$ cat config.mk
export PLATFORM = sky130hd
export DESIGN_NAME = evt_irq_aggr
export DESIGN_NICKNAME = d
export VERILOG_FILES = /design/src/rtl/evt_aggr_pkg.sv /design/src/rtl/evt_status_bank.sv /design/src/rtl/evt_mask_bank.sv /design/src/rtl/evt_lowest_enc.sv /design/src/rtl/evt_irq_aggr.sv
export SDC_FILE = /design/constraint.sdc
export NUM_CORES = 1
export LEC_CHECK = 0
export ABC_AREA = 1
export BUFFER_PORTS_ARGS = -buffer_cell sky130_fd_sc_hd__clkbuf_2
export CAP_MARGIN = 20
export CORE_MARGIN = 2
export CORE_UTILIZATION = 50
export CTS_CLUSTER_DIAMETER = 100
export CTS_CLUSTER_SIZE = 40
export DETAILED_ROUTE_END_ITERATION = 12
export PLACE_DENSITY = 0.72
export SYNTH_ARGS = -nofsm -noshare
export SYNTH_HDL_FRONTEND = slang
export SYNTH_SLANG_ARGS = --single-unit
$ cat constraint.sdc
create_clock -name clk -period 6.54 [get_ports clk]
set_clock_uncertainty 0.15 [all_clocks]
set_input_delay 1.308 -clock clk [delete_from_list [all_inputs] [get_ports clk]]
set_output_delay 1.308 -clock clk [all_outputs]
set_load 0.005 [all_outputs]
$ cat src/rtl/evt_aggr_pkg.sv
// Package: shared address-layout constants for the event aggregator.
// Assumes byte addressing with 32-bit word slots; each 16-byte block holds
// up to four word slots (status block first, then one block per mask group).
package evt_aggr_pkg;
    localparam int SLOT_LSB = 2;   // byte offset bits within a word
    localparam int SLOT_W   = 2;   // four word slots per block
    localparam int BLK_LSB  = SLOT_LSB + SLOT_W;
    localparam int MAX_WORDS_PER_BLK = 1 << SLOT_W;
endpackage

$ cat src/rtl/evt_status_bank.sv
// Module: evt_status_bank
// Holds the sticky event status words. A high event input sets its bit; a
// selected write clears the bits written as one. Set wins over clear.
// Assumes clr_sel_i is already qualified by address decode and write strobe.
module evt_status_bank #(
    parameter int NUM_WORDS = 3,
    parameter int WORD_W    = 32,
    localparam int EVT_N    = NUM_WORDS * WORD_W
) (
    input  logic                 clk,
    input  logic                 rst_n,
    input  logic [EVT_N-1:0]     events_i,
    input  logic [NUM_WORDS-1:0] clr_sel_i,
    input  logic [WORD_W-1:0]    clr_data_i,
    output logic [EVT_N-1:0]     status_o
);
    for (genvar w = 0; w < NUM_WORDS; w++) begin : g_word
        logic [WORD_W-1:0] clr_mask;

        // Purpose: form this word's clear mask from the qualified write.
        always_comb begin
            clr_mask = clr_sel_i[w] ? clr_data_i : '0;
        end

        // Purpose: update one status word, new events taking priority.
        always_ff @(posedge clk) begin
            if (!rst_n) begin
                status_o[w*WORD_W +: WORD_W] <= '0;
            end else begin
                status_o[w*WORD_W +: WORD_W] <=
                    (status_o[w*WORD_W +: WORD_W] & ~clr_mask)
                    | events_i[w*WORD_W +: WORD_W];
            end
        end
    end
endmodule

$ cat src/rtl/evt_mask_bank.sv
// Module: evt_mask_bank
// One group of enable masks, one word per status word, plainly writable.
// Assumes wr_sel_i is already qualified by address decode and write strobe.
module evt_mask_bank #(
    parameter int NUM_WORDS = 3,
    parameter int WORD_W    = 32,
    localparam int EVT_N    = NUM_WORDS * WORD_W
) (
    input  logic                 clk,
    input  logic                 rst_n,
    input  logic [NUM_WORDS-1:0] wr_sel_i,
    input  logic [WORD_W-1:0]    wdata_i,
    output logic [EVT_N-1:0]     mask_o
);
    for (genvar w = 0; w < NUM_WORDS; w++) begin : g_word
        // Purpose: load one mask word on its selected write.
        always_ff @(posedge clk) begin
            if (!rst_n) begin
                mask_o[w*WORD_W +: WORD_W] <= '0;
            end else if (wr_sel_i[w]) begin
                mask_o[w*WORD_W +: WORD_W] <= wdata_i;
            end
        end
    end
endmodule

$ cat src/rtl/evt_lowest_enc.sv
// Module: evt_lowest_enc
// Combinational priority encoder: index of the lowest set bit of pend_i and
// a flag that any bit is set. Index is zero when nothing is pending.
module evt_lowest_enc #(
    parameter int N     = 96,
    localparam int IDX_W = $clog2(N)
) (
    input  logic [N-1:0]     pend_i,
    output logic [IDX_W-1:0] idx_o,
    output logic             valid_o
);
    // Purpose: scan downward so the last hit, the lowest bit, wins.
    always_comb begin
        idx_o = '0;
        for (int i = N - 1; i >= 0; i--) begin
            if (pend_i[i]) idx_o = IDX_W'(i);
        end
    end

    // Purpose: flag that at least one bit is pending.
    always_comb begin
        valid_o = |pend_i;
    end
endmodule

$ cat src/rtl/evt_irq_aggr.sv
// Module: evt_irq_aggr (top)
// Event aggregator: sticky status words shared by NUM_LINES independent mask
// groups, each driving one level request line and a lowest-pending index.
// Address map: block 0 holds status words, block g+1 holds mask group g;
// word w of a block sits at byte offset 4*w. Assumes NUM_WORDS <= 4 and
// enough address bits for NUM_LINES+1 blocks. Read data is combinational.
module evt_irq_aggr
    import evt_aggr_pkg::*;
#(
    parameter int NUM_WORDS = 3,
    parameter int WORD_W    = 32,
    parameter int NUM_LINES = 3,
    parameter int ADDR_W    = 8,
    localparam int EVT_N    = NUM_WORDS * WORD_W,
    localparam int IDX_W    = $clog2(EVT_N),
    localparam int BLK_W    = ADDR_W - BLK_LSB
) (
    input  logic                       clk,
    input  logic                       rst_n,
    input  logic [EVT_N-1:0]           events_i,
    input  logic [ADDR_W-1:0]          bus_addr_i,
    input  logic                       bus_wr_i,
    input  logic [WORD_W-1:0]          bus_wdata_i,
    output logic [WORD_W-1:0]          bus_rdata_o,
    output logic [NUM_LINES-1:0]       irq_o,
    output logic [NUM_LINES*IDX_W-1:0] irq_idx_o,
    output logic [NUM_LINES-1:0]       irq_valid_o
);
    logic [BLK_W-1:0]          blk;
    logic [SLOT_W-1:0]         slot;
    logic                      aligned;
    logic [NUM_WORDS-1:0]      stat_hit;
    logic [NUM_WORDS-1:0]      stat_clr_sel;
    logic [EVT_N-1:0]          status_q;
    logic [NUM_LINES*EVT_N-1:0] mask_flat;

    // Purpose: split the byte address into block, word slot and alignment.
    always_comb begin
        blk     = bus_addr_i[ADDR_W-1:BLK_LSB];
        slot    = bus_addr_i[BLK_LSB-1:SLOT_LSB];
        aligned = (bus_addr_i[SLOT_LSB-1:0] == '0);
    end

    for (genvar w = 0; w < NUM_WORDS; w++) begin : g_stat_dec
        assign stat_hit[w]     = aligned && (blk == '0) && (slot == SLOT_W'(w));
        assign stat_clr_sel[w] = bus_wr_i && stat_hit[w];
    end

    evt_status_bank #(
        .NUM_WORDS (NUM_WORDS),
        .WORD_W    (WORD_W)
    ) status_i (
        .clk        (clk),
        .rst_n      (rst_n),
        .events_i   (events_i),
        .clr_sel_i  (stat_clr_sel),
        .clr_data_i (bus_wdata_i),
        .status_o   (status_q)
    );

    logic [NUM_LINES*NUM_WORDS-1:0] mask_hit;

    for (genvar g = 0; g < NUM_LINES; g++) begin : g_line
        logic [NUM_WORDS-1:0] wr_sel;
        logic [EVT_N-1:0]     mask_q;
        logic [EVT_N-1:0]     pend;

        for (genvar w = 0; w < NUM_WORDS; w++) begin : g_dec
            assign mask_hit[g*NUM_WORDS + w] =
                aligned && (blk == BLK_W'(g + 1)) && (slot == SLOT_W'(w));
            assign wr_sel[w] = bus_wr_i && mask_hit[g*NUM_WORDS + w];
        end

        evt_mask_bank #(
            .NUM_WORDS (NUM_WORDS),
            .WORD_W    (WORD_W)
        ) mask_i (
            .clk      (clk),
            .rst_n    (rst_n),
            .wr_sel_i (wr_sel),
            .wdata_i  (bus_wdata_i),
            .mask_o   (mask_q)
        );

        assign pend = status_q & mask_q;
        assign mask_flat[g*EVT_N +: EVT_N] = mask_q;

        // Purpose: raise this line while any enabled event is pending.
        always_comb begin
            irq_o[g] = |pend;
        end

        evt_lowest_enc #(
            .N (EVT_N)
        ) enc_i (
            .pend_i  (pend),
            .idx_o   (irq_idx_o[g*IDX_W +: IDX_W]),
            .valid_o (irq_valid_o[g])
        );
    end

    // Purpose: select read data for the addressed word, zero if unmapped.
    always_comb begin
        bus_rdata_o = '0;
        for (int w = 0; w < NUM_WORDS; w++) begin
            if (stat_hit[w]) bus_rdata_o = status_q[w*WORD_W +: WORD_W];
        end
        for (int g = 0; g < NUM_LINES; g++) begin
            for (int w = 0; w < NUM_WORDS; w++) begin
                if (mask_hit[g*NUM_WORDS + w])
                    bus_rdata_o = mask_flat[g*EVT_N + w*WORD_W +: WORD_W];
            end
        end
    end
endmodule

After elaboration in Yosys (flattened, before gate mapping)
Index checks and enable logic that the tools add are counted.
- flip-flop bits (word level): 384
- input bits: 139
- output and inout port bits: 59
- equal/unequal tests: 5
- muxes and demuxes: 303
- bitwise logic cells: 12
- reduce and logical (&&, ||, !) cells: 34
- operator list (kind ; number):
    7-bit 2-to-1 mux ; 288
    32-bit 2-to-1 mux ; 15
    96-bit AND ; 3
    96-bit OR reduction ; 3
    32-bit AND ; 3
    32-bit inverter ; 3
    32-bit OR ; 3
    1-bit logical AND ; 28
    4-bit by 2-bit == test with 1-bit output (second input constant) ; 2
    4-bit by 1-bit == test with 1-bit output (second input constant) ; 1
    2-bit zero test ; 2
    4-bit zero test ; 1
    2-bit by 1-bit == test with 1-bit output (second input constant) ; 1
    2-bit == test (second input constant) ; 1

Longest topological paths before layout
Gate-level depths: netlist of the first run.
- word-level depth: 97
- mapped depth: 96
- mapped depth without buffers: 96

Hierarchy
From an unflattened synthesis of the first run, not the netlist that was laid out.
- cell total of the unflattened synthesis: 4613
- area total of the unflattened synthesis: 26165.1 sq um
- modules (own cells, without submodules) (module ; times used ; cells each ; area an instance (sq um) ; sequential area each (sq um)):
    evt_mask_bank ; 3 ; 544 ; 3955.0 ; 1921.8
    evt_irq_aggr ; 1 ; 1419 ; 6152.2 ; 0.0
    evt_lowest_enc ; 3 ; 354 ; 1447.6 ; 0.0
    evt_status_bank ; 1 ; 500 ; 3804.9 ; 1921.8

Least setup slack after synthesis of the first run
OpenSTA, ideal clock, no wires.
- path type: register to output
- from: reg status_i.status_o[95]
- to: out irq_idx_o[0]
- arrival time: 4.504 ns
- setup slack: 0.578 ns
- cell stages (with the launch flop): 97
- path buffers: 0
- path through: dfxtp_1 nand2_1 inv_1 nand2_1 nand2_1 nand2_1 nand2_1 nand2_1 nand2_1 nand2_1 nand2_1 nand2_1 nand2_1 nand2_1 nand2_1 nand2_1 nand2_1 nand2_1 [61 not listed] nand2_1 nand2_1 nand2_1 nand2_1 nand2_1 nand2_1 nand2_1 nand2_1 nand2_1 nand2_1 nand2_1 nand2_1 nand2_1 nand2_1 nand2_1 nand2_1 nand2_1 a21oi_2
- word-level cells in the longest chain between the ends: 97
- RTL lines (what ; line ; RTL):
    start, declared ; evt_status_bank.sv:15 ; output logic [EVT_N-1:0] status_o
    start signal, assigned by index ; evt_status_bank.sv:30 ; status_o[w*WORD_W +: WORD_W] <=
    96-bit AND ; evt_irq_aggr.sv:85 ; assign pend = status_q & mask_q;
    7-bit 2-to-1 mux (96 in a row) ; evt_lowest_enc.sv:16 ; if (pend_i[i]) idx_o = IDX_W'(i);
    end, declared ; evt_irq_aggr.sv:26 ; output logic [NUM_LINES*IDX_W-1:0] irq_idx_o,
Every way passes these cells.

Worst setup path in the final report of the first run
Ends and elaborated chain as after synthesis.

==> flow_summary.yaml, run 1 <==
worst_setup_path:
  slowest_delay_ns: 0.37
  crit_required_ns: 5.08
  worst-r2r-setup-slack_ns: 5.49
  crit_arrival_ns: 6.71
  crit_type: "reg2out"
  cp-end-kind: "output pin"
  startpoint_type: "flip-flop"
  slowest_stage: "dfxtp_2"
  critPathMaxFanout: 3
  cpMostUsedCell: "nand2_1"
clock_tree:
  clock-sinks: 384
  cts_root_buffer: "clkbuf_16"
  clkLatencyLatePin_ns: 0.55
  clkTransAtPathRegs_ns: 0.15
  cts_tree: "yes"
  cts_made_buffers: 15
  clockBufferDepth: 3
  cts_hold_buf: 0
  htree_levels: 1
grt:
  grt_first_pass_wirelength_microns: 127000
  grt_util_all_layers: 0.400
  grt_max_degree: 83
  grt_pass1_vias: 21500
  grt_overflow: 0
  antenna_found_initial: 0
status:
  status: "complete, but fails checks"
  violations: "setup timing"
synthesis:
  seq_area_frac_synth: 0.384
  yosysWarnings: 0
  syn-cell-area_sq_um: 20000
  syn_avg_cell_area_sq_um: 6.29
  ys_types: 32
  synth_seq_cells: 384
  synthesis.instances: 3178
  syn-num-nets: 3317
finish:
  nets: 3498
  drive_gt1_frac: 0.133
  mostFrequentLayoutCells: "1002 x nand2_1, 402 x a21oi_1, 378 x dfxtp_1"
  area_growth_pct: 14.0
  antennaDiodeCount: 0
  final_common_cell: "nand2_1"
routing:
  ant_nets: 0
  firstDrtPassIters: 7
  post_drt_wl_per_cell_microns: 22.0
  first_iter_violations: 2747
  drc: 0
  num_vias: 23300
  vias_per_cell: 5.99
  wl_microns: 85500
sta:
  fmax_mhz: 122
  period_needed_ns: 8.16
  finalMaxSlewViolations: 0
  tightestPinTransition_ns: 1.21
  finalSetupViolCount: 6
  maxSlewHeadroom: 0.190
  final_hold_viol_count: 0
  hold-worst-slack_ns: 0.331
  finalWorstSetupSlack_ns: -1.62
  fin_crit_sh: 1.25
  grt_setup_unrepaired: "true"
die:
  rows: 73
  start_util: 0.505
  core_sq_um: 39600
  io_pins: 198
  die-area_sq_um: 41600
  die_x_microns: 204
  fp.dieH_microns: 204
power_and_ir_drop:
  total_power_w: 0.00410
  ir_worst_vdd_v: 0.000164
  power_leakage_nw: 10.6
  power_density_nw_per_um2: 180
flow_run:
  cap_violations: 0
placement:
  io_buffers: 197
  place.gp.congestion: 1.01
  dp_hpwl_microns: 62800
hold_path:
  hp-class: "reg2reg"
[state kept, by name, indices dropped and copies added (netlist names)]
signal	flops
status_i.status_o	96
g_line.mask_i.mask_o	288
[critical path: cells and delay by family, from the launching register on]
family          cells  cell delay, ns
simple gates       94            5.50
flops               1            0.37
buf+inv             2            0.17
compound gates      1            0.12
[cell type report]
cell class / instances / area (sq um)
Multi-Input combinational cell: 2330 / 10800
Clock inverter: 9 / 144
Inverter: 295 / 1110
Clock buffer: 15 / 375
Fill cell: 4033 / 16800
Sequential cell: 384 / 7690
Timing Repair Buffer: 333 / 2020
Tap cell: 525 / 657
[what timing repair did]
action	in CTS	in global routing
setup buffers	0	2
pin swaps	25	36
endpoints found under the setup margin	6	6
resized for setup	54	33
[where the power goes]
group / leakage [nW] / switching, W / internal (W)
logic: 7.20 / 0.000196 / 0.000103
registers: 3.13 / 0.0000653 / 0.00239
clock network: 0.252 / 0.000842 / 0.000504
total: 10.6 / 0.00110 / 0.00299
[through the flow]
step / setup slack [ns] / area, sq um / util / setup TNS, ns / std cells
after floorplan: 0.578 / 20000 / - / 0 / 3178
after global placement: -1.14 / 22000 / 0.556 / -3.22 / 3865
after global routing: -2.45 / 22800 / 0.575 / -9.04 / 3891
after detailed placement: -1.06 / 22000 / 0.556 / -3.20 / 3865
final: -1.62 / 22800 / 0.575 / -5.84 / 3891
after CTS: -1.55 / 22700 / 0.573 / -5.76 / 3889
[cell usage after synthesis, drive strengths merged]
master	instances	share of area
a311oi	2	0.00088
o21bai	7	0.0026
a31oi	16	0.0050
or2	1	0.00031
clkbuf	149	0.028
nor4	14	0.0044
clkinv	5	0.00094
a21oi	405	0.10
nand2	1051	0.20
o311ai	4	0.0018
nand3	123	0.031
o21ai	315	0.079
a2111oi	4	0.0018
a21boi	6	0.0023
o221ai	15	0.0066
o2111ai	31	0.014
o31ai	6	0.0023
a22o	17	0.0074
o211ai	3	0.0011
inv	290	0.054
nand4	20	0.0063
and2	1	0.00031
nor3	19	0.0048
a211oi	2	0.00075
o22ai	9	0.0028
dfxtp	384	0.38
a221oi	22	0.0096
nor2	237	0.044
buf	20	0.0049
[cell families after synthesis]
| logic type | Yosys count | synth area share |
|---|---|---|
| AO/OA/AOI/OAI | 864 | 0.239 |
| buffers and inverters | 464 | 0.0882 |
| flip-flops | 384 | 0.384 |
| AND/OR/NAND/NOR | 1466 | 0.288 |
[worst paths after layout]
check                         startpoint                          end  cells after the start
min          g_line[2].mask_i.mask_o[73]  g_line[2].mask_i.mask_o[73]                      2
min reg2reg  g_line[2].mask_i.mask_o[73]  g_line[2].mask_i.mask_o[73]                      2
max reg2reg        status_i.status_o[45]        status_i.status_o[45]                      2
max                status_i.status_o[95]                 irq_idx_o[0]                     97
[metal layers]
metal  track usage  up-vias  share of wire
met5             0        -              0
met4         0.192        0          0.056
met3        0.0735      325           0.11
met2         0.622     1481           0.43
met1         0.536    10700           0.40
li1              -    10800              -
Note: power is estimated with default switching activity, not from simulation.
==> inputs of run 2 (changes only) <==
==> constraint.sdc (replaced) <==
create_clock -name clk -period 6.54 [get_ports clk]
set_clock_uncertainty 0.15 [all_clocks]
set_input_delay 0.327 -clock clk [delete_from_list [all_inputs] [get_ports clk]]
set_output_delay 0.327 -clock clk [all_outputs]
set_load 0.005 [all_outputs]
==> run 2 against run 1 <==
Effect of this change: the run still ends with setup timing left; routed wire length grew 0.18%; worst setup slack improved by 0.93 ns; final area rose by 1.9%; final cell count is 0.95% higher; first-iteration DRC count grew 13%; worst hold slack worse by 0.31 ns.
==> flow_summary.yaml, run 2 (synthesis results as in run 1) <==
status:
  status: "complete, but fails checks"
  violations: "setup timing"
sta:
  fmax_mhz: 138
  grt_setup_unrepaired: "true"
  tightestPinTransition_ns: 1.08
  period_needed_ns: 7.23
  final_hold_viol_count: 0
  finalMaxSlewViolations: 0
  finalWorstSetupSlack_ns: -0.691
  fin_crit_sh: 1.11
  finalSetupViolCount: 3
  maxSlewHeadroom: 0.280
power_and_ir_drop:
  clkPwrFrac: 0.315
  power_density_nw_per_um2: 176
  ir_worst_vdd_v: 0.000241
  combPwrFrac: 0.085
  p_int_w: 0.00301
  total_power_w: 0.00409
  seqPwrFrac: 0.600
  switching_power_w: 0.00108
  switching_share: 0.264
  power_leakage_nw: 10.6
worst_setup_path:
  crit_required_ns: 6.06
  slowest_stage: "dfxtp_2"
  cp-end-kind: "output pin"
  crit_type: "reg2out"
  cpMostUsedCell: "nand2_1"
  critPathMaxFanout: 2
  crit_arrival_ns: 6.75
  slowest_delay_ns: 0.36
  startpoint_type: "flip-flop"
routing:
  firstDrtPassIters: 8
  wl_microns: 85700
  vias_per_cell: 6.00
  post_drt_wl_per_cell_microns: 21.8
  ant_nets: 0
  first_iter_violations: 3104
  num_vias: 23600
  drc: 0
finish:
  antennaDiodeCount: 0
  nFillCells: 3861
  final_cell_area_sq_um: 23200
  area_growth_pct: 16.2
  drive_gt1_frac: 0.0949
  mostFrequentLayoutCells: "1013 x nand2_1, 402 x a21oi_1, 381 x dfxtp_1"
  largest-register: "g_line.mask_i.mask_o"
  largest_register_ffs: 288
  reg_top3: "g_line.mask_i.mask_o: 288 flops, status_i.status_o: 96 flops"
  nets: 3535
  final_common_cell: "nand2_1"
grt:
  grt_overflow: 0
  grt_use_met3: 0.0668
  grt_util_all_layers: 0.400
  top_usage_layer: "met2"
  antenna_found_initial: 0
  use_met1: 0.529
  grt_first_pass_wirelength_microns: 128000
  use_met2: 0.644
  grt_max_degree: 111
  grt_pass1_vias: 21700
clock_tree:
  clock-sinks: 384
  cts_tree: "yes"
  clkLatencyLatePin_ns: 0.55
  clkTransAtPathRegs_ns: 0.14
  cts_made_buffers: 14
  htree_levels: 1
  clockBufferDepth: 3
  cts_root_buffer: "clkbuf_16"
placement:
  dp_hpwl_microns: 60300
  io_buffers: 197
  dpl_worst_slack_ns: 0.0122
  placed_area_sq_um: 21400
  place.gp.congestion: 1.06
die:
  start_util: 0.505
  die_x_microns: 204
  die-area_sq_um: 41600
  rows: 73
  core_sq_um: 39600
  fp.dieH_microns: 204
  io_pins: 198
hold_path:
  hp-class: "in2reg"
flow_run:
  cap_violations: 0
-- run 2: worst max-delay path: cells and delay by family, from the launching register on --
kind | cells | cell delay (ns)
flip-flops | 1 | 0.36
AND/OR/NAND/NOR | 94 | 5.52
buffers and inverters | 2 | 0.17
AO/OA/AOI/OAI | 1 | 0.12
-- run 2: power groups by stage --
stage / combinational (W) / clock (W) / sequential [W]
6_report: 0.000347 / 0.00129 / 0.00245
5_1_grt: 0.000379 / 0.00136 / 0.00246
4_1_cts: 0.000335 / 0.00129 / 0.00245
3_5_place_dp: 0.000273 / 0 / 0.00250
3_3_place_gp: 0.000268 / 0 / 0.00250
2_1_floorplan: 0.000154 / 0 / 0.00248
-- run 2: area by class of cell --
type | count | area [sq um] | share of cell area
Inverter | 295 | 1110 | 0.0478
Tap cell | 525 | 657 | 0.0283
Timing Repair Buffer | 371 | 2630 | 0.113
Sequential cell | 384 | 7690 | 0.331
Multi-Input combinational cell | 2330 | 10700 | 0.460
Clock buffer | 16 | 379 | 0.0163
Clock inverter | 7 | 90.1 | 0.00388
-- run 2: per-stage QoR --
stage | cells | setup TNS, ns | util | hold slack, ns
2_1_floorplan | 3178 | 0 | - | 0.289
3_3_place_gp | 3776 | -0.0445 | 0.539 | 0.300
3_5_place_dp | 3776 | 0 | 0.539 | 0.312
4_1_cts | 3926 | -1.42 | 0.585 | 0.0219
5_1_grt | 3928 | -4.30 | 0.586 | 0.0324
6_report | 3928 | -1.79 | 0.586 | 0.0198
-- run 2: path summary, 6_finish.rpt --
kind / startpoint / end / slack (ns) / cells past startpoint
max: g_line[0].mask_i.mask_o[95] / irq_idx_o[0] / -0.69 / 97
min: bus_wdata_i[5] / g_line[0].mask_i.mask_o[69] / 0.02 / 3
max reg2reg: status_i.status_o[55] / status_i.status_o[55] / 5.51 / 2
min reg2reg: g_line[1].mask_i.mask_o[70] / g_line[1].mask_i.mask_o[70] / 0.33 / 2
-- run 2: what timing repair did --
item,in CTS,in global routing
hold buffers,127,0
hold endpoints to repair,186,0
resized for setup,23,21
cloned,0,0
buffers inserted,0,1
pin swaps,1,11
setup endpoints to repair,3,4
-- run 2: per-layer routing --
| layer | vias up | share of wire |
|---|---|---|
| met5 | - | 0 |
| met4 | 0 | 0.053 |
| met3 | 318 | 0.12 |
| met2 | 1617 | 0.44 |
| met1 | 10800 | 0.39 |
| li1 | 10900 | - |
